$ cat config.mk
export PLATFORM = sky130hd
export DESIGN_NAME = dual_stack_cache
export DESIGN_NICKNAME = d
export VERILOG_FILES = /design/src/rtl/dsc_pkg.sv /design/src/rtl/dsc_lifo_cache.sv /design/src/rtl/dsc_stack_side.sv /design/src/rtl/dsc_mem_arb.sv /design/src/rtl/dual_stack_cache.sv
export SDC_FILE = /design/constraint.sdc
export NUM_CORES = 1
export LEC_CHECK = 0
export BUFFER_PORTS_ARGS = -buffer_cell sky130_fd_sc_hd__buf_2
export CAP_MARGIN = 20
export CORE_UTILIZATION = 31
export DETAILED_ROUTE_END_ITERATION = 7
export HOLD_SLACK_MARGIN = 0.15
export PLACE_DENSITY = 0.53
export REMOVE_ABC_BUFFERS = 1
export SLEW_MARGIN = 25
export SYNTH_ARGS = -nofsm -noshare
export SYNTH_HDL_FRONTEND = slang
export SYNTH_HIERARCHICAL = 1
export SYNTH_SLANG_ARGS = --single-unit
$ cat constraint.sdc
create_clock -name clk -period 13.8 [get_ports clk]
set_input_delay 2.76 -clock clk [delete_from_list [all_inputs] [get_ports clk]]
set_output_delay 2.76 -clock clk [all_outputs]
set_load 0.02 [all_outputs]
$ cat src/rtl/dsc_pkg.sv
`timescale 1ns/1ps
// dsc_pkg: shared types of the cached dual stack controller.
package dsc_pkg;

    // Identifies which stack owns a memory access.
    typedef enum logic {
        DSC_OPND = 1'b0,
        DSC_RET  = 1'b1
    } dsc_side_e;

endpackage

$ cat src/rtl/dsc_lifo_cache.sv
`timescale 1ns/1ps
// dsc_lifo_cache: register cache holding the newest DEPTH items of one stack.
// Entry 0 is the newest. A push into a full cache drops the oldest entry;
// the owner reads that entry through `oldest` in the same cycle and spills it.
// Assumes push and pop are never high together, and pop only when not empty.
module dsc_lifo_cache #(
    parameter int DW    = 16,
    parameter int DEPTH = 1
) (
    input  logic          clk,
    input  logic          rst_n,
    input  logic          clear,
    input  logic          push,
    input  logic          pop,
    input  logic [DW-1:0] din,
    output logic [DW-1:0] top,
    output logic [DW-1:0] oldest,
    output logic          full,
    output logic          empty
);
    localparam int CW = $clog2(DEPTH + 1);

    logic [DW-1:0] ent [DEPTH];
    logic [CW-1:0] count;

    assign full   = (count == CW'(DEPTH));
    assign empty  = (count == '0);
    assign top    = ent[0];
    assign oldest = ent[DEPTH-1];

    // Occupancy count: grows to DEPTH on pushes, shrinks on pops.
    always_ff @(posedge clk) begin
        if (!rst_n || clear) begin
            count <= '0;
        end else if (push && !full) begin
            count <= count + CW'(1);
        end else if (pop && !empty) begin
            count <= count - CW'(1);
        end
    end

    // Entry shift network: push shifts toward the old end, pop toward the new.
    for (genvar i = 0; i < DEPTH; i++) begin : g_ent
        if (i == 0 && DEPTH == 1) begin : g_single
            // Lone entry: push overwrites, pop leaves the stale value.
            always_ff @(posedge clk) begin
                if (!rst_n) begin
                    ent[i] <= '0;
                end else if (push) begin
                    ent[i] <= din;
                end
            end
        end else if (i == 0) begin : g_head
            // Newest entry: takes din on push, next-older entry on pop.
            always_ff @(posedge clk) begin
                if (!rst_n) begin
                    ent[i] <= '0;
                end else if (push) begin
                    ent[i] <= din;
                end else if (pop) begin
                    ent[i] <= ent[i+1];
                end
            end
        end else if (i == DEPTH - 1) begin : g_tail
            // Oldest entry: takes next-newer entry on push, holds on pop.
            always_ff @(posedge clk) begin
                if (!rst_n) begin
                    ent[i] <= '0;
                end else if (push) begin
                    ent[i] <= ent[i-1];
                end
            end
        end else begin : g_mid
            // Middle entry: shifts either way.
            always_ff @(posedge clk) begin
                if (!rst_n) begin
                    ent[i] <= '0;
                end else if (push) begin
                    ent[i] <= ent[i-1];
                end else if (pop) begin
                    ent[i] <= ent[i+1];
                end
            end
        end
    end
endmodule

$ cat src/rtl/dsc_stack_side.sv
`timescale 1ns/1ps
// dsc_stack_side: pointer, bottom register and cache of one stack.
// GROW_UP selects the growth direction. The side works out its memory need,
// its overflow and underflow conditions, and its next pointer in the cycle of
// the request. Overflow compares the spill address with the peer pointer.
// Assumes push and pop are never high together on the same stack.
module dsc_stack_side #(
    parameter int          AW      = 16,
    parameter int          DW      = 16,
    parameter int          DEPTH   = 1,
    parameter bit          GROW_UP = 1'b1,
    parameter logic [15:0] BASE    = 16'h0100
) (
    input  logic          clk,
    input  logic          rst_n,
    input  logic          push,
    input  logic          pop,
    input  logic [DW-1:0] wdata,
    input  logic          cfg_load,
    input  logic [AW-1:0] cfg_base,
    input  logic [AW-1:0] peer_ptr,
    output logic [AW-1:0] ptr,
    output logic [AW-1:0] ptr_nxt,
    output logic          empty,
    output logic          need,
    output logic          req_we,
    output logic [AW-1:0] req_addr,
    output logic [DW-1:0] req_wdata,
    output logic          ovf,
    output logic          unf,
    output logic          hit_valid,
    output logic [DW-1:0] hit_data
);
    logic [AW-1:0] bot;
    logic [AW-1:0] step_out;
    logic [AW-1:0] step_in;
    logic          spill;
    logic          miss;
    logic          c_full;
    logic          c_empty;
    logic [DW-1:0] c_top;
    logic [DW-1:0] c_oldest;

    dsc_lifo_cache #(
        .DW    (DW),
        .DEPTH (DEPTH)
    ) u_cache (
        .clk    (clk),
        .rst_n  (rst_n),
        .clear  (cfg_load),
        .push   (push && !ovf),
        .pop    (pop && !c_empty),
        .din    (wdata),
        .top    (c_top),
        .oldest (c_oldest),
        .full   (c_full),
        .empty  (c_empty)
    );

    // Direction-dependent neighbour addresses of the pointer.
    always_comb begin
        if (GROW_UP) begin
            step_out = ptr + AW'(1);
            step_in  = ptr - AW'(1);
        end else begin
            step_out = ptr - AW'(1);
            step_in  = ptr + AW'(1);
        end
    end

    // Request classification: spill on full push, refill on empty pop.
    always_comb begin
        spill     = push && c_full;
        miss      = pop && c_empty;
        ovf       = spill && (step_out == peer_ptr);
        unf       = miss && (ptr == bot);
        need      = (spill && !ovf) || (miss && !unf);
        req_we    = spill;
        req_addr  = spill ? step_out : ptr;
        req_wdata = c_oldest;
        empty     = c_empty && (ptr == bot);
    end

    // Next pointer: config load, outward step on spill, inward step on refill.
    always_comb begin
        if (cfg_load) begin
            ptr_nxt = cfg_base;
        end else if (spill && !ovf) begin
            ptr_nxt = step_out;
        end else if (miss && !unf) begin
            ptr_nxt = step_in;
        end else begin
            ptr_nxt = ptr;
        end
    end

    // Pointer and bottom registers.
    always_ff @(posedge clk) begin
        if (!rst_n) begin
            ptr <= AW'(BASE);
            bot <= AW'(BASE);
        end else begin
            ptr <= ptr_nxt;
            if (cfg_load) begin
                bot <= cfg_base;
            end
        end
    end

    // Registered result of a pop served from the cache.
    always_ff @(posedge clk) begin
        if (!rst_n) begin
            hit_valid <= 1'b0;
            hit_data  <= '0;
        end else begin
            hit_valid <= pop && !c_empty;
            hit_data  <= c_top;
        end
    end
endmodule

$ cat src/rtl/dsc_mem_arb.sv
`timescale 1ns/1ps
// dsc_mem_arb: single memory port shared by the two stacks.
// The operand stack wins a same-cycle conflict. The return access is parked
// and issued the next cycle while `stall` is high. Assumes no new needs
// arrive while stall is high (the top gates requests). Tracks which stack
// owns a read so that the read data, arriving one cycle later, reaches it.
module dsc_mem_arb
    import dsc_pkg::*;
#(
    parameter int AW = 16,
    parameter int DW = 16
) (
    input  logic          clk,
    input  logic          rst_n,
    input  logic          ds_need,
    input  logic          ds_we,
    input  logic [AW-1:0] ds_addr,
    input  logic [DW-1:0] ds_wdata,
    input  logic          rs_need,
    input  logic          rs_we,
    input  logic [AW-1:0] rs_addr,
    input  logic [DW-1:0] rs_wdata,
    output logic          mem_re,
    output logic          mem_we,
    output logic [AW-1:0] mem_addr,
    output logic [DW-1:0] mem_wdata,
    output logic          stall,
    output logic          rd_ds_q,
    output logic          rd_rs_q
);
    logic          pend_v;
    logic          pend_we;
    logic [AW-1:0] pend_addr;
    logic [DW-1:0] pend_data;
    logic          issue;
    logic          issue_we;
    dsc_side_e     owner;

    assign stall = pend_v;

    // Port selection: parked access first, then operand, then return.
    always_comb begin
        issue     = 1'b0;
        issue_we  = 1'b0;
        owner     = DSC_OPND;
        mem_addr  = '0;
        mem_wdata = '0;
        if (pend_v) begin
            issue     = 1'b1;
            issue_we  = pend_we;
            owner     = DSC_RET;
            mem_addr  = pend_addr;
            mem_wdata = pend_data;
        end else if (ds_need) begin
            issue     = 1'b1;
            issue_we  = ds_we;
            owner     = DSC_OPND;
            mem_addr  = ds_addr;
            mem_wdata = ds_wdata;
        end else if (rs_need) begin
            issue     = 1'b1;
            issue_we  = rs_we;
            owner     = DSC_RET;
            mem_addr  = rs_addr;
            mem_wdata = rs_wdata;
        end
        mem_re = issue && !issue_we;
        mem_we = issue && issue_we;
    end

    // Parking register for the losing return-stack access.
    always_ff @(posedge clk) begin
        if (!rst_n) begin
            pend_v    <= 1'b0;
            pend_we   <= 1'b0;
            pend_addr <= '0;
            pend_data <= '0;
        end else if (!pend_v && ds_need && rs_need) begin
            pend_v    <= 1'b1;
            pend_we   <= rs_we;
            pend_addr <= rs_addr;
            pend_data <= rs_wdata;
        end else begin
            pend_v    <= 1'b0;
        end
    end

    // Read ownership tags, aligned with the memory's one-cycle read data.
    always_ff @(posedge clk) begin
        if (!rst_n) begin
            rd_ds_q <= 1'b0;
            rd_rs_q <= 1'b0;
        end else begin
            rd_ds_q <= mem_re && (owner == DSC_OPND);
            rd_rs_q <= mem_re && (owner == DSC_RET);
        end
    end
endmodule

$ cat src/rtl/dual_stack_cache.sv
`timescale 1ns/1ps
// dual_stack_cache: operand and return stacks in one shared memory, each with
// a register cache. The operand stack grows up from its bottom and the return
// stack grows down from its bottom. Memory is touched only on spill or
// refill. Assumes a memory with one-cycle read latency, and push and pop
// never high together on the same stack.
module dual_stack_cache #(
    parameter int          AW       = 16,
    parameter int          DW       = 16,
    parameter int          DEPTH    = 1,
    parameter logic [15:0] DS_BASE  = 16'h0100,
    parameter logic [15:0] RS_BASE  = 16'h0200,
    parameter logic [15:0] EXC_ADDR = 16'h0040
) (
    input  logic          clk,
    input  logic          rst_n,
    input  logic          ds_push,
    input  logic          ds_pop,
    input  logic [DW-1:0] ds_wdata,
    input  logic          rs_push,
    input  logic          rs_pop,
    input  logic [DW-1:0] rs_wdata,
    input  logic          cfg_we,
    input  logic          cfg_sel,
    input  logic [AW-1:0] cfg_base,
    output logic          ds_pop_valid,
    output logic [DW-1:0] ds_pop_data,
    output logic          rs_pop_valid,
    output logic [DW-1:0] rs_pop_data,
    output logic          ds_empty,
    output logic          rs_empty,
    output logic [AW-1:0] ds_ptr,
    output logic [AW-1:0] rs_ptr,
    output logic          stall,
    output logic          mem_re,
    output logic          mem_we,
    output logic [AW-1:0] mem_addr,
    output logic [DW-1:0] mem_wdata,
    input  logic [DW-1:0] mem_rdata,
    output logic          exc_req,
    output logic          exc_overflow,
    output logic          exc_underflow,
    output logic [AW-1:0] exc_addr
);
    logic          ds_push_g, ds_pop_g, rs_push_g, rs_pop_g;
    logic          idle;
    logic          ds_cfg, rs_cfg;
    logic [AW-1:0] ds_ptr_nxt, rs_ptr_nxt;
    logic          ds_need, rs_need;
    logic          ds_req_we, rs_req_we;
    logic [AW-1:0] ds_req_addr, rs_req_addr;
    logic [DW-1:0] ds_req_wdata, rs_req_wdata;
    logic          ds_ovf, rs_ovf, ds_unf, rs_unf;
    logic          ds_hit_v, rs_hit_v;
    logic [DW-1:0] ds_hit_d, rs_hit_d;
    logic          rd_ds_q, rd_rs_q;

    // Request gating while a parked access drains, and config acceptance.
    always_comb begin
        ds_push_g = ds_push && !stall;
        ds_pop_g  = ds_pop  && !stall;
        rs_push_g = rs_push && !stall;
        rs_pop_g  = rs_pop  && !stall;
        idle      = !stall && !rd_ds_q && !rd_rs_q &&
                    !(ds_push || ds_pop || rs_push || rs_pop);
        ds_cfg    = cfg_we && idle && !cfg_sel;
        rs_cfg    = cfg_we && idle &&  cfg_sel;
    end

    dsc_stack_side #(
        .AW      (AW),
        .DW      (DW),
        .DEPTH   (DEPTH),
        .GROW_UP (1'b1),
        .BASE    (DS_BASE)
    ) u_ds (
        .clk       (clk),
        .rst_n     (rst_n),
        .push      (ds_push_g),
        .pop       (ds_pop_g),
        .wdata     (ds_wdata),
        .cfg_load  (ds_cfg),
        .cfg_base  (cfg_base),
        .peer_ptr  (rs_ptr),
        .ptr       (ds_ptr),
        .ptr_nxt   (ds_ptr_nxt),
        .empty     (ds_empty),
        .need      (ds_need),
        .req_we    (ds_req_we),
        .req_addr  (ds_req_addr),
        .req_wdata (ds_req_wdata),
        .ovf       (ds_ovf),
        .unf       (ds_unf),
        .hit_valid (ds_hit_v),
        .hit_data  (ds_hit_d)
    );

    // The return side checks collisions against the operand pointer after
    // this cycle's operand update, so both stacks cannot target one word.
    dsc_stack_side #(
        .AW      (AW),
        .DW      (DW),
        .DEPTH   (DEPTH),
        .GROW_UP (1'b0),
        .BASE    (RS_BASE)
    ) u_rs (
        .clk       (clk),
        .rst_n     (rst_n),
        .push      (rs_push_g),
        .pop       (rs_pop_g),
        .wdata     (rs_wdata),
        .cfg_load  (rs_cfg),
        .cfg_base  (cfg_base),
        .peer_ptr  (ds_ptr_nxt),
        .ptr       (rs_ptr),
        .ptr_nxt   (rs_ptr_nxt),
        .empty     (rs_empty),
        .need      (rs_need),
        .req_we    (rs_req_we),
        .req_addr  (rs_req_addr),
        .req_wdata (rs_req_wdata),
        .ovf       (rs_ovf),
        .unf       (rs_unf),
        .hit_valid (rs_hit_v),
        .hit_data  (rs_hit_d)
    );

    dsc_mem_arb #(
        .AW (AW),
        .DW (DW)
    ) u_arb (
        .clk       (clk),
        .rst_n     (rst_n),
        .ds_need   (ds_need),
        .ds_we     (ds_req_we),
        .ds_addr   (ds_req_addr),
        .ds_wdata  (ds_req_wdata),
        .rs_need   (rs_need),
        .rs_we     (rs_req_we),
        .rs_addr   (rs_req_addr),
        .rs_wdata  (rs_req_wdata),
        .mem_re    (mem_re),
        .mem_we    (mem_we),
        .mem_addr  (mem_addr),
        .mem_wdata (mem_wdata),
        .stall     (stall),
        .rd_ds_q   (rd_ds_q),
        .rd_rs_q   (rd_rs_q)
    );

    // Pop results: memory data when a refill read lands, else the cache hit.
    always_comb begin
        ds_pop_valid = ds_hit_v || rd_ds_q;
        ds_pop_data  = rd_ds_q ? mem_rdata : ds_hit_d;
        rs_pop_valid = rs_hit_v || rd_rs_q;
        rs_pop_data  = rd_rs_q ? mem_rdata : rs_hit_d;
        exc_addr     = AW'(EXC_ADDR);
    end

    // Exception cause flags, one cycle after the offending request.
    always_ff @(posedge clk) begin
        if (!rst_n) begin
            exc_overflow  <= 1'b0;
            exc_underflow <= 1'b0;
        end else begin
            exc_overflow  <= ds_ovf || rs_ovf;
            exc_underflow <= ds_unf || rs_unf;
        end
    end

    assign exc_req = exc_overflow || exc_underflow;
endmodule

After elaboration in Yosys (flattened, before gate mapping)
Memories as Yosys holds them, arrays and structs flattened. Index checks and enable logic that the tools add are counted.

Register bits after elaboration: 138. RAM bits: 32. Input bits: 72. Output and inout bits: 122. Word-level logic and storage cells: 143. Memories: 2.

Memories: u_ds.u_cache.ent (depth 1, bits a word 16, rd ports 1, clocked after memory_dff 0, wr ports 1, line dsc_lifo_cache.sv:23) `logic [DW-1:0] ent [DEPTH];`; u_rs.u_cache.ent (depth 1, bits a word 16, rd ports 1, clocked after memory_dff 0, wr ports 1, line dsc_lifo_cache.sv:23).

Add/subtract/negate cells: 8. Equality and inequality tests: 4. Mux-type cells: 40. Bitwise logic cells: 3. Reductions and logical operators: 68.

Operator list (number): 16-bit two-way mux (18); 16-bit equality test (4); 1-bit logical AND (38); 16-bit by 1-bit adder with 16-bit output, second input constant (2); 16-bit OR reduction (2); 16-bit by 1-bit subtractor with 16-bit output, second input constant (2); 1-bit two-way mux (22); 1-bit logical NOT (13); 1-bit logical OR (12); 2-bit nonzero test (2); 1-bit NOT (3); 3-bit nonzero test (1); 1-bit adder, second input constant (2); 1-bit subtractor, second input constant (2).

Logic depth before layout (Yosys ltp)
Gate-level depths: netlist of the first run.

Word-level depth: 20. Mapped depth: 27.

Modules after synthesis
Netlist of the first run, hierarchy kept.

Modules (own cells, without submodules): dsc_stack_side (u_ds) (times used 1, cells an instance 431, area an instance 3428.3 um^2); dsc_stack_side (u_rs) (times used 1, cells an instance 411, area an instance 3288.2 um^2); dsc_mem_arb (times used 1, cells an instance 307, area an instance 2207.1 um^2); dsc_lifo_cache (times used 2, cells an instance 56, area an instance 765.7 um^2); dual_stack_cache (times used 1, cells an instance 70, area an instance 650.6 um^2).

Worst setup path after synthesis of the first run
No wires, ideal clock.

Kind: input -> output. Start point: in ds_pop. End point: out mem_addr[11]. Data arrival time: 7.091 ns. Data required time: 11.040 ns. Setup slack: 3.949 ns. Stages: 20. Cells stage by stage: or4b_2 nor3_1 clkbuf_1 buf_1 nor2_1 o311ai_1 nand3_1 xnor2_1 or4b_2 o311ai_0 o211a_1 a31oi_4 buf_6 nor2_1 inv_1 buf_4 buf_2 and3b_1 a21oi_1 o21ai_0.

Word-level cells in the longest chain between the ends: 16. Elaborated cells between the ends (all ways): 24. Classes of those cells: eq/ne (1); mux (6); reduce/logical (17).

Ends and longest elaborated chain: start: declaration (line dual_stack_cache.sv:18) `input logic ds_pop,`; 1-bit logical OR (3 in series) (line dual_stack_cache.sv:65) `!(ds_push || ds_pop || rs_push || rs_pop);`; 1-bit logical NOT (line dual_stack_cache.sv:65); 1-bit logical AND (line dual_stack_cache.sv:64) `idle = !stall && !rd_ds_q && !rd_rs_q &&`; 1-bit logical AND (2 in series) (line dual_stack_cache.sv:66) `ds_cfg = cfg_we && idle && !cfg_sel;`; net ds_cfg (line dual_stack_cache.sv:47) `logic ds_cfg, rs_cfg;`; 16-bit two-way mux (line dsc_stack_side.sv:86) `if (cfg_load) begin`; net ds_ptr_nxt[7] (line dual_stack_cache.sv:48) `logic [AW-1:0] ds_ptr_nxt, rs_ptr_nxt;`; 16-bit equality test (line dsc_stack_side.sv:75) `ovf = spill && (step_out == peer_ptr);`; 1-bit logical AND (line dsc_stack_side.sv:75); 1-bit logical NOT (line dsc_stack_side.sv:77) `need = (spill && !ovf) || (miss && !unf);`; 1-bit logical AND (line dsc_stack_side.sv:77); 1-bit logical OR (line dsc_stack_side.sv:77); net rs_need (line dual_stack_cache.sv:49) `logic ds_need, rs_need;`; 16-bit two-way mux (line dsc_mem_arb.sv:60) `end else if (rs_need) begin`; 16-bit two-way mux (line dsc_mem_arb.sv:54) `end else if (ds_need) begin`; 16-bit two-way mux (line dsc_mem_arb.sv:48) `if (pend_v) begin`; end: declaration (line dual_stack_cache.sv:37) `output logic [AW-1:0] mem_addr,`.

The timed path passes the listed nets, and every way through them passes these cells.

Worst setup path after layout of the first run
Start point: in ds_push. End point: out mem_wdata[6].

Elaborated cells between the ends (all ways): 23. Classes of those cells: eq/ne (1); mux (5); reduce/logical (17).

RTL lines: start: declaration (line dual_stack_cache.sv:17) `input logic ds_push,`; 1-bit logical AND (*) (line dual_stack_cache.sv:60) `ds_push_g = ds_push && !stall;`; net ds_push_g (line dual_stack_cache.sv:45) `logic ds_push_g, ds_pop_g, rs_push_g, rs_pop_g;`; 1-bit logical AND (*) (line dsc_stack_side.sv:73) `spill = push && c_full;`; net ds_req_we (line dual_stack_cache.sv:50) `logic ds_req_we, rs_req_we;`; 1-bit logical AND (line dsc_stack_side.sv:75); 1-bit logical NOT (line dsc_stack_side.sv:88) `end else if (spill && !ovf) begin`; 1-bit logical AND (*) (line dsc_stack_side.sv:88); 16-bit two-way mux (*) (line dsc_stack_side.sv:88); [1 not listed]; net ds_ptr_nxt[2] (line dual_stack_cache.sv:48); [1 not listed]; 1-bit logical AND (*) (line dsc_stack_side.sv:75); 1-bit logical NOT (*) (line dsc_stack_side.sv:77); 1-bit logical AND (*) (line dsc_stack_side.sv:77); 1-bit logical OR (*) (line dsc_stack_side.sv:77); net rs_need (line dual_stack_cache.sv:49); 16-bit two-way mux (*) (line dsc_mem_arb.sv:60); 16-bit two-way mux (*) (line dsc_mem_arb.sv:54); 16-bit two-way mux (*) (line dsc_mem_arb.sv:48); end: declaration (line dual_stack_cache.sv:38) `output logic [DW-1:0] mem_wdata,`.

Mark *: on every way through the listed nets, which the timed path passes. The rest lies on a longest branch.

==> results of run 1 <==
==> area by class of cell <==
class	instances	area share
well taps	455	0.0460
clock inverters	14	0.0109
repair buffers	191	0.0803
diodes	1	0.000202
multi-input cells	987	0.520
inverters	23	0.00698
flip-flops and latches	170	0.301
clock buffers	18	0.0347
==> layout by cell type, fill, tap and decap left out, types with 6 or more instances in the layout <==
master and instances:
sky130_fd_sc_hd__a211oi_1 6, sky130_fd_sc_hd__a21boi_1 31, sky130_fd_sc_hd__a21oi_1 86, sky130_fd_sc_hd__a31oi_1 6
sky130_fd_sc_hd__a32oi_1 10, sky130_fd_sc_hd__and2_1 46, sky130_fd_sc_hd__and3_1 40, sky130_fd_sc_hd__and3b_1 33
sky130_fd_sc_hd__buf_2 176, sky130_fd_sc_hd__buf_4 15, sky130_fd_sc_hd__clkbuf_16 17, sky130_fd_sc_hd__conb_1 16
sky130_fd_sc_hd__dfxtp_1 137, sky130_fd_sc_hd__edfxtp_1 32, sky130_fd_sc_hd__inv_1 18, sky130_fd_sc_hd__mux2_2 34
sky130_fd_sc_hd__mux2i_1 47, sky130_fd_sc_hd__nand2_1 171, sky130_fd_sc_hd__nand2b_1 25, sky130_fd_sc_hd__nand3_1 32
sky130_fd_sc_hd__nand4_1 21, sky130_fd_sc_hd__nor2_1 75, sky130_fd_sc_hd__nor2b_1 24, sky130_fd_sc_hd__nor3_1 17
sky130_fd_sc_hd__nor4_1 11, sky130_fd_sc_hd__o21ai_0 38, sky130_fd_sc_hd__or3_1 7, sky130_fd_sc_hd__or4_1 8
sky130_fd_sc_hd__xnor2_1 59, sky130_fd_sc_hd__xor2_1 39
==> power by group through the flow <==
| stage | clock (W) | sequential [W] | combinational [W] |
|---|---|---|---|
| global placement | 0 | 0.000693 | 0.000943 |
| finish | 0.000479 | 0.000683 | 0.000957 |
| CTS | 0.000494 | 0.000682 | 0.000953 |
| floorplan | 0 | 0.000681 | 0.000611 |
| global route | 0.000515 | 0.000694 | 0.00103 |
| detailed placement | 0 | 0.000694 | 0.000949 |
==> worst paths after layout <==
| kind | from | end | slack (ns) | depth (start not counted) |
|---|---|---|---|---|
| worst max-delay path | ds_push | mem_wdata[6] | 2.20 | 20 |
| worst min-delay path | u_arb/pend_data[11] | u_arb/pend_data[11] | 0.45 | 2 |
| worst max register to register | u_ds/ptr[0] | u_arb/pend_data[8] | 5.73 | 20 |
| worst min register to register | u_arb/pend_data[11] | u_arb/pend_data[11] | 0.45 | 2 |
==> layer usage <==
metal	routed length, um	global-route usage	vias up
met5	13	0	-
met1	16900	0.268	4678
li1	-	-	4680
met3	2580	0.0436	31
met2	16400	0.316	396
met4	469	0.0538	2
==> worst reg2reg max path: cells and delay by family, from the launching register on <==
kind,cells,cell delay [ns]
AND/OR/NAND/NOR,9,3.47
buffers and inverters,2,1.00
multiplexers,1,0.38
AO/OA/AOI/OAI,6,2.00
XOR/XNOR,1,0.21
adder cells (fa/ha/maj),1,0.33
flip-flops,1,0.58
==> through the flow <==
step                cell area (um2)  setup WS, ns  power, W
floorplan                     10200         0.452   0.00129
global placement              11800          2.62   0.00164
detailed placement            11800          2.57   0.00164
CTS                           12400          2.53   0.00213
global route                  12400          1.82   0.00224
finish                        12400          2.20   0.00212
==> metrics.log, run 1 <==
[metrics] highest cell delay on the worst timing path: 0.98 ns
[metrics] area of the multi-input gates: 0.00643 mm2
[metrics] full die area: 0.0363 mm2
[metrics] Yosys warning count: 6
[metrics] total routing resource utilization after global routing: 0.198
[metrics] HPWL after DPL: 25800 um
[metrics] count of buffers inserted at the top-level ports: 177
[metrics] area taken by flip-flops and latches: 0.00372 mm2
[metrics] Detailed Routing Iterations Pass 1: 5
[metrics] fraction of layout cells with a size suffix above 1: 0.210
[metrics] top fanout value on the critical path: 26
[metrics] number of nets in the finished design: 1466
[metrics] crit path DAT: 8.84 ns
[metrics] die height: 191 um
[metrics] fraction of power spent switching nets: 0.449
[metrics] count of nets left with antenna violations after detail routing: 0
[metrics] crit path time final: 11.60 ns
[metrics] power per standard cell area: 171 mW/mm2
[metrics] initial antenna violation count: 1
[metrics] P_int: 0.00117 W
[metrics] CP delay by family, top: buffers and inverters
[metrics] first-pass GRT wire length: 54500 um
[metrics] summed negative setup slack over all endpoints: 0 ns
[metrics] required time at the endpoint of the critical path: 11.04 ns
[metrics] count of unresolved DRC violations after routing: 0
[metrics] count of hold-fix buffers inserted at cts: 0
[metrics] Core ar.: 0.0348 mm2
[metrics] initial drt markers: 866
[metrics] row count: 68
[metrics] maximum number of pins on one net before global-route repair: 89
[metrics] average wire per cell in the routed design: 19.6 um
[metrics] GRT overflow: 0
[metrics] cell-by-cell listing of the critical path: buf_2, nor2b_1, nand2_1, clkinv_1, nand2_1, nor2_1, or4b_1, nand3_1, xnor2_1, a221oi_1, a41oi_1, nor4_2, a31oi_4, nor2_1, inv_1, buf_4, and3b_1, a21oi_1, o21ai_0, buf_2
[metrics] Leak: 5.16 nW
[metrics] total I/O pin count: 194
[metrics] TritonCTS buffer count: 17
[metrics] highest ir drop seen on vdd: 107 uV
[metrics] number of gates given a new drive strength after cts: 0
[metrics] Inst Count DP: 1826
[metrics] crit path buf inv count: 5
[metrics] number of global-route vias before repair: 9130
[metrics] Max-Cap Viols: 0
[metrics] part of the total power dissipated in the clock network: 0.226
[metrics] CTS clk-pin slew, worst paths: 0.06 ns
[metrics] Area growth syn-to-layout: 12.2%
[metrics] largest clock skew in the final design: 0.0133 ns
[metrics] RSZ-0062 raised after global routing: no
[metrics] Detailed Route WL: 36400 um
[metrics] combinational share of power: 0.452
[metrics] later-pin clock latency in the skew report: 0.45 ns
[metrics] number of standard cells in the final layout excluding fillers: 1859
[metrics] net load switching power: 0.000951 W
[metrics] result of the run: complete, no violations
[metrics] Fin. Hold Viols: 0
[metrics] per-cell via count in the routed design: 5.26
[metrics] chip width: 191 um
[metrics] Setup Buffers After CTS: 0
[metrics] fin util: 0.356
[metrics] routed via count: 9787
[metrics] Hold Crit Class: flop to flop
[metrics] transition time at the pin with the least slew margin: 1.00 ns
[metrics] count of final setup violators: 0
[metrics] H-tree depth: 4
[metrics] Startpoint Class: primary input
[metrics] Max clock buf depth: 2
[metrics] clock tree from TritonCTS: yes
[metrics] critical path endpoint category: output port
[metrics] max_slew headroom: 0.332
[metrics] number of fillers in the final layout: 3660
[metrics] Max Transition Viols Final: 0
[metrics] mean area per synthesized cell: 8.39 um2
[metrics] final clock period utilization by the worst path: 0.841
[metrics] clk root buf: sky130_fd_sc_hd__clkbuf_16
[metrics] sequential power share: 0.322
[metrics] maximum frequency from static timing analysis: 86.2 MHz
[metrics] Syn Std Cell Area: 0.0110 mm2
[metrics] Initial Util: 0.317
[metrics] Num Clock Sinks: 170
[metrics] weighted congestion at the end of routability-driven global placement: 0.869
[metrics] startpoint-to-endpoint class of the critical path: primary input to output port
[metrics] final hold slack: 0.452 ns
[metrics] slowest stage cell on the critical path: sky130_fd_sc_hd__clkinv_1
[metrics] gate count of the mapped netlist: 1314
No activity file was read; power rests on OpenSTA's default activity.
==> run 2, diff against run 1 <==
- clock period: 13.8 -> 11.4 ns (I/O delays scaled with it)
==> run 2 against run 1 <==
  * Global-route usage down 0.62 points
  * Clock power up 22%
  * Clock skew down 0.0020 ns
  * Die area unchanged
  * Register-to-register slack worse by 2.1 ns
  * Sequential share of layout area about the same
  * Total power up 21%
  * Worst setup slack worse by 0.84 ns
  * Critical path type is now flop to output port
==> metrics.log, run 2 (same netlist as run 1, synthesis figures left out) <==
[metrics] H-tree depth: 4 (unchanged)
[metrics] commonest non-fill, non-tap cell in the layout: sky130_fd_sc_hd__buf_2 (unchanged)
[metrics] area of the multi-input gates: 0.00642 mm2 (was 0.00643 mm2)
[metrics] maximum frequency from static timing analysis: 99.5 MHz
[metrics] row count: 68 (unchanged)
[metrics] crit path time final: 10.05 ns
[metrics] worst setup path start: u_ds/ptr[0] (was ds_push)
[metrics] later-pin clock latency in the skew report: 0.45 ns (about the same)
[metrics] Worst Setup Slack post-DPL: 1.74 ns (was 2.57 ns)
[metrics] worst reg2reg setup slack: 3.64 ns (was 5.73 ns)
[metrics] number of nets in the finished design: 1466 (unchanged)
[metrics] final instance area: 0.0124 mm2 (about the same)
[metrics] startpoint-to-endpoint class of the critical path: flop to output port (was primary input to output port)
[metrics] per-cell via count in the routed design: 5.20 (was 5.26)
[metrics] capturing point of the worst reg2reg path: u_rs/u_cache/ent[0][8] (was u_arb/pend_data[8])
[metrics] number of standard cells in the final layout excluding fillers: 1860 (was 1859)
[metrics] post-place instance area: 0.0118 mm2 (unchanged)
[metrics] highest ir drop seen on vdd: 134 uV (was 107 uV)
[metrics] maximum number of pins on one net before global-route repair: 90 (was 89)
[metrics] number of gates given a new drive strength after cts: 0 (unchanged)
[metrics] required time at the endpoint of the critical path: 9.12 ns (was 11.04 ns)
[metrics] HPWL after DPL: 25400 um (was 25800 um)
[metrics] crit path DAT: 7.77 ns (was 8.84 ns)
[metrics] Detailed Route WL: 35700 um (was 36400 um)
[metrics] depth of the critical timing path with buffers and inverters included: 21 (was 20)
[metrics] RSZ-0062 raised after global routing: no (unchanged)
[metrics] critical path endpoint category: output port (unchanged)
[metrics] count of final setup violators: 0 (unchanged)
[metrics] Max Transition Viols Final: 0 (unchanged)
[metrics] CTS clk-pin slew, worst paths: 0.07 ns (was 0.06 ns)
[metrics] clk root buf: sky130_fd_sc_hd__clkbuf_16 (unchanged)
[metrics] top fanout value on the critical path: 37 (was 26)
[metrics] Core ar.: 0.0348 mm2 (unchanged)
[metrics] TritonCTS buffer count: 17 (unchanged)
[metrics] first-pass GRT wire length: 52800 um (was 54500 um)
[metrics] largest clock skew in the final design: 0.0114 ns (was 0.0133 ns)
[metrics] fraction of layout cells with a size suffix above 1: 0.210 (unchanged)
[metrics] Max-Cap Viols: 0 (unchanged)
[metrics] GRT overflow: 0 (unchanged)
[metrics] count of nets left with antenna violations after detail routing: 0 (unchanged)
[metrics] Detailed Routing Iterations Pass 1: 5 (unchanged)
[metrics] area taken by flip-flops and latches: 0.00372 mm2 (unchanged)
[metrics] crit path buf inv count: 3 (was 5)
[metrics] final clock period utilization by the worst path: 0.881
[metrics] clock tree from TritonCTS: yes (unchanged)
[metrics] net load switching power: 0.00116 W (was 0.000951 W)
[metrics] part of the total power dissipated in the clock network: 0.229 (was 0.226)
[metrics] sequential power share: 0.323 (was 0.322)
[metrics] average wire per cell in the routed design: 19.2 um (was 19.6 um)
[metrics] transition time at the pin with the least slew margin: 1.02 ns (was 1.00 ns)
[metrics] P_int: 0.00140 W (was 0.00117 W)
[metrics] R2R depth: 18 (was 20)
[metrics] routed via count: 9663 (was 9787)
[metrics] Hold Crit Class: flop to flop (unchanged)
[metrics] max_slew headroom: 0.312 (was 0.332)
[metrics] combinational share of power: 0.448 (was 0.452)
[metrics] chip width: 191 um (unchanged)
[metrics] Initial Util: 0.317 (unchanged)
[metrics] count of unresolved DRC violations after routing: 0 (unchanged)
[metrics] Min-Delay Startpoint: u_arb/pend_data[14] (was u_arb/pend_data[11])
[metrics] count of buffers inserted at the top-level ports: 177 (unchanged)
[metrics] total power draw: 0.00256 W (was 0.00212 W)
[metrics] Startpoint Class: flop (was primary input)
[metrics] Setup Buffers After CTS: 0 (unchanged)
[metrics] Area growth syn-to-layout: 12.3% (was 12.2%)
[metrics] Leak: 5.18 nW (was 5.16 nW)
[metrics] initial drt markers: 821 (was 866)
[metrics] result of the run: complete, no violations (unchanged)
[metrics] Fin. Hold Viols: 0 (unchanged)
[metrics] weighted congestion at the end of routability-driven global placement: 0.880 (was 0.869)
[metrics] slowest stage cell on the critical path: sky130_fd_sc_hd__or4_4 (was sky130_fd_sc_hd__clkinv_1)
[metrics] Max clock buf depth: 2 (unchanged)
[metrics] power per standard cell area: 207 mW/mm2 (was 171 mW/mm2)
[metrics] die height: 191 um (unchanged)
[metrics] commonest non-fill, non-tap cells in the layout: 176 x sky130_fd_sc_hd__buf_2, 171 x sky130_fd_sc_hd__nand2_1, 137 x sky130_fd_sc_hd__dfxtp_1 (unchanged)
[metrics] cell-by-cell listing of the critical path: ha_1, nand3_1, or3_1, a2111oi_0, nand4_1, or4_4, a2111oi_1, mux2_1, or2_1, xnor2_1, or4_1, a211oi_1, o211a_1, a31oi_4, nor2_1, inv_1, buf_4, and3b_1, a21oi_1, o21ai_0, buf_2 (was buf_2, nor2b_1, nand2_1, clkinv_1, nand2_1, nor2_1, or4b_1, nand3_1, xnor2_1, a221oi_1, a41oi_1, nor4_2, a31oi_4, nor2_1, inv_1, buf_4, and3b_1, a21oi_1, o21ai_0, buf_2)
[metrics] RR Startpoint: u_ds/ptr[0] (unchanged)
[metrics] full die area: 0.0363 mm2 (unchanged)
[metrics] highest cell delay on the worst timing path: 0.78 ns (was 0.98 ns)
[metrics] fin util: 0.356 (about the same)
[metrics] Num Clock Sinks: 170 (unchanged)
[metrics] initial antenna violation count: 0 (was 1)
[metrics] Inst Count DP: 1826 (unchanged)
[metrics] hold-critical path endpoint: u_arb/pend_data[14] (was u_arb/pend_data[11])
[metrics] Hold Crit Depth: 2 (unchanged)
[metrics] CP delay by family, top: simple AND/OR/NAND/NOR gates (was buffers and inverters)
[metrics] worst setup slack after layout: 1.35 ns (was 2.20 ns)
[metrics] total I/O pin count: 194 (unchanged)
[metrics] number of fillers in the final layout: 3610 (was 3660)
[metrics] number of global-route vias before repair: 8777 (was 9130)
[metrics] fraction of power spent switching nets: 0.454 (was 0.449)
[metrics] total routing resource utilization after global routing: 0.192 (was 0.198)
[metrics] count of hold-fix buffers inserted at cts: 0 (unchanged)
## run 2: layout make-up
class                      count  area share
clock buffer                  18      0.0347
sequential                   170       0.301
tap                          455      0.0460
clock inverter                14      0.0120
timing repair buffer         191      0.0802
inverter                      23     0.00697
antenna                        2    0.000404
multi-input combinational    987       0.519
## run 2: per-stage QoR
stage | setup TNS, ns | hold slack, ns
6_report | 0 | 0.454
5_1_grt | 0 | 0.472
4_1_cts | 0 | 0.456
3_5_place_dp | 0 | 0.445
3_3_place_gp | 0 | 0.441
2_1_floorplan | -32.84 | 0.435
## run 2: worst reg2reg max path, stage by stage (launching register included)
cell,delay (ns)
sky130_fd_sc_hd__dfxtp_1,0.57
sky130_fd_sc_hd__ha_1,0.30
sky130_fd_sc_hd__nand3_1,0.37
sky130_fd_sc_hd__or3_1,0.50
sky130_fd_sc_hd__a2111oi_0,0.54
sky130_fd_sc_hd__nand4_1,0.27
sky130_fd_sc_hd__or4_4,0.78
sky130_fd_sc_hd__a2111oi_1,0.58
sky130_fd_sc_hd__mux2_1,0.38
sky130_fd_sc_hd__or2_1,0.24
sky130_fd_sc_hd__xnor2_1,0.17
sky130_fd_sc_hd__or4_1,0.43
sky130_fd_sc_hd__a211oi_1,0.34
sky130_fd_sc_hd__o211a_1,0.26
sky130_fd_sc_hd__nand3_1,0.42
sky130_fd_sc_hd__nor2_1,0.30
sky130_fd_sc_hd__nor2b_1,0.07
sky130_fd_sc_hd__buf_4,0.20
sky130_fd_sc_hd__nand2b_1,0.58
## run 2: worst max-delay path by stage
stage / to / slack [ns]
final: mem_addr[7] / 1.35
after global placement: mem_addr[7] / 1.71
after floorplan: mem_addr[0] / -0.99
after global routing: mem_addr[7] / 1.13
after detailed placement: mem_addr[7] / 1.74
after CTS: mem_addr[7] / 1.51
## run 2: routing by layer
metal | GRT usage | vias up | part of all wire
met5 | 0 | - | 0
met4 | 0.0468 | 0 | 0.013
li1 | - | 4681 | -
met2 | 0.302 | 382 | 0.45
met3 | 0.0403 | 25 | 0.075
met1 | 0.266 | 4575 | 0.47
## run 2: power groups by stage
stage / logic (W) / registers, W / clock network (W)
floorplan: 0.000739 / 0.000824 / 0
global placement: 0.00113 / 0.000843 / 0
detailed placement: 0.00114 / 0.000843 / 0
CTS: 0.00114 / 0.000829 / 0.000603
global route: 0.00124 / 0.000843 / 0.000627
finish: 0.00115 / 0.000828 / 0.000586
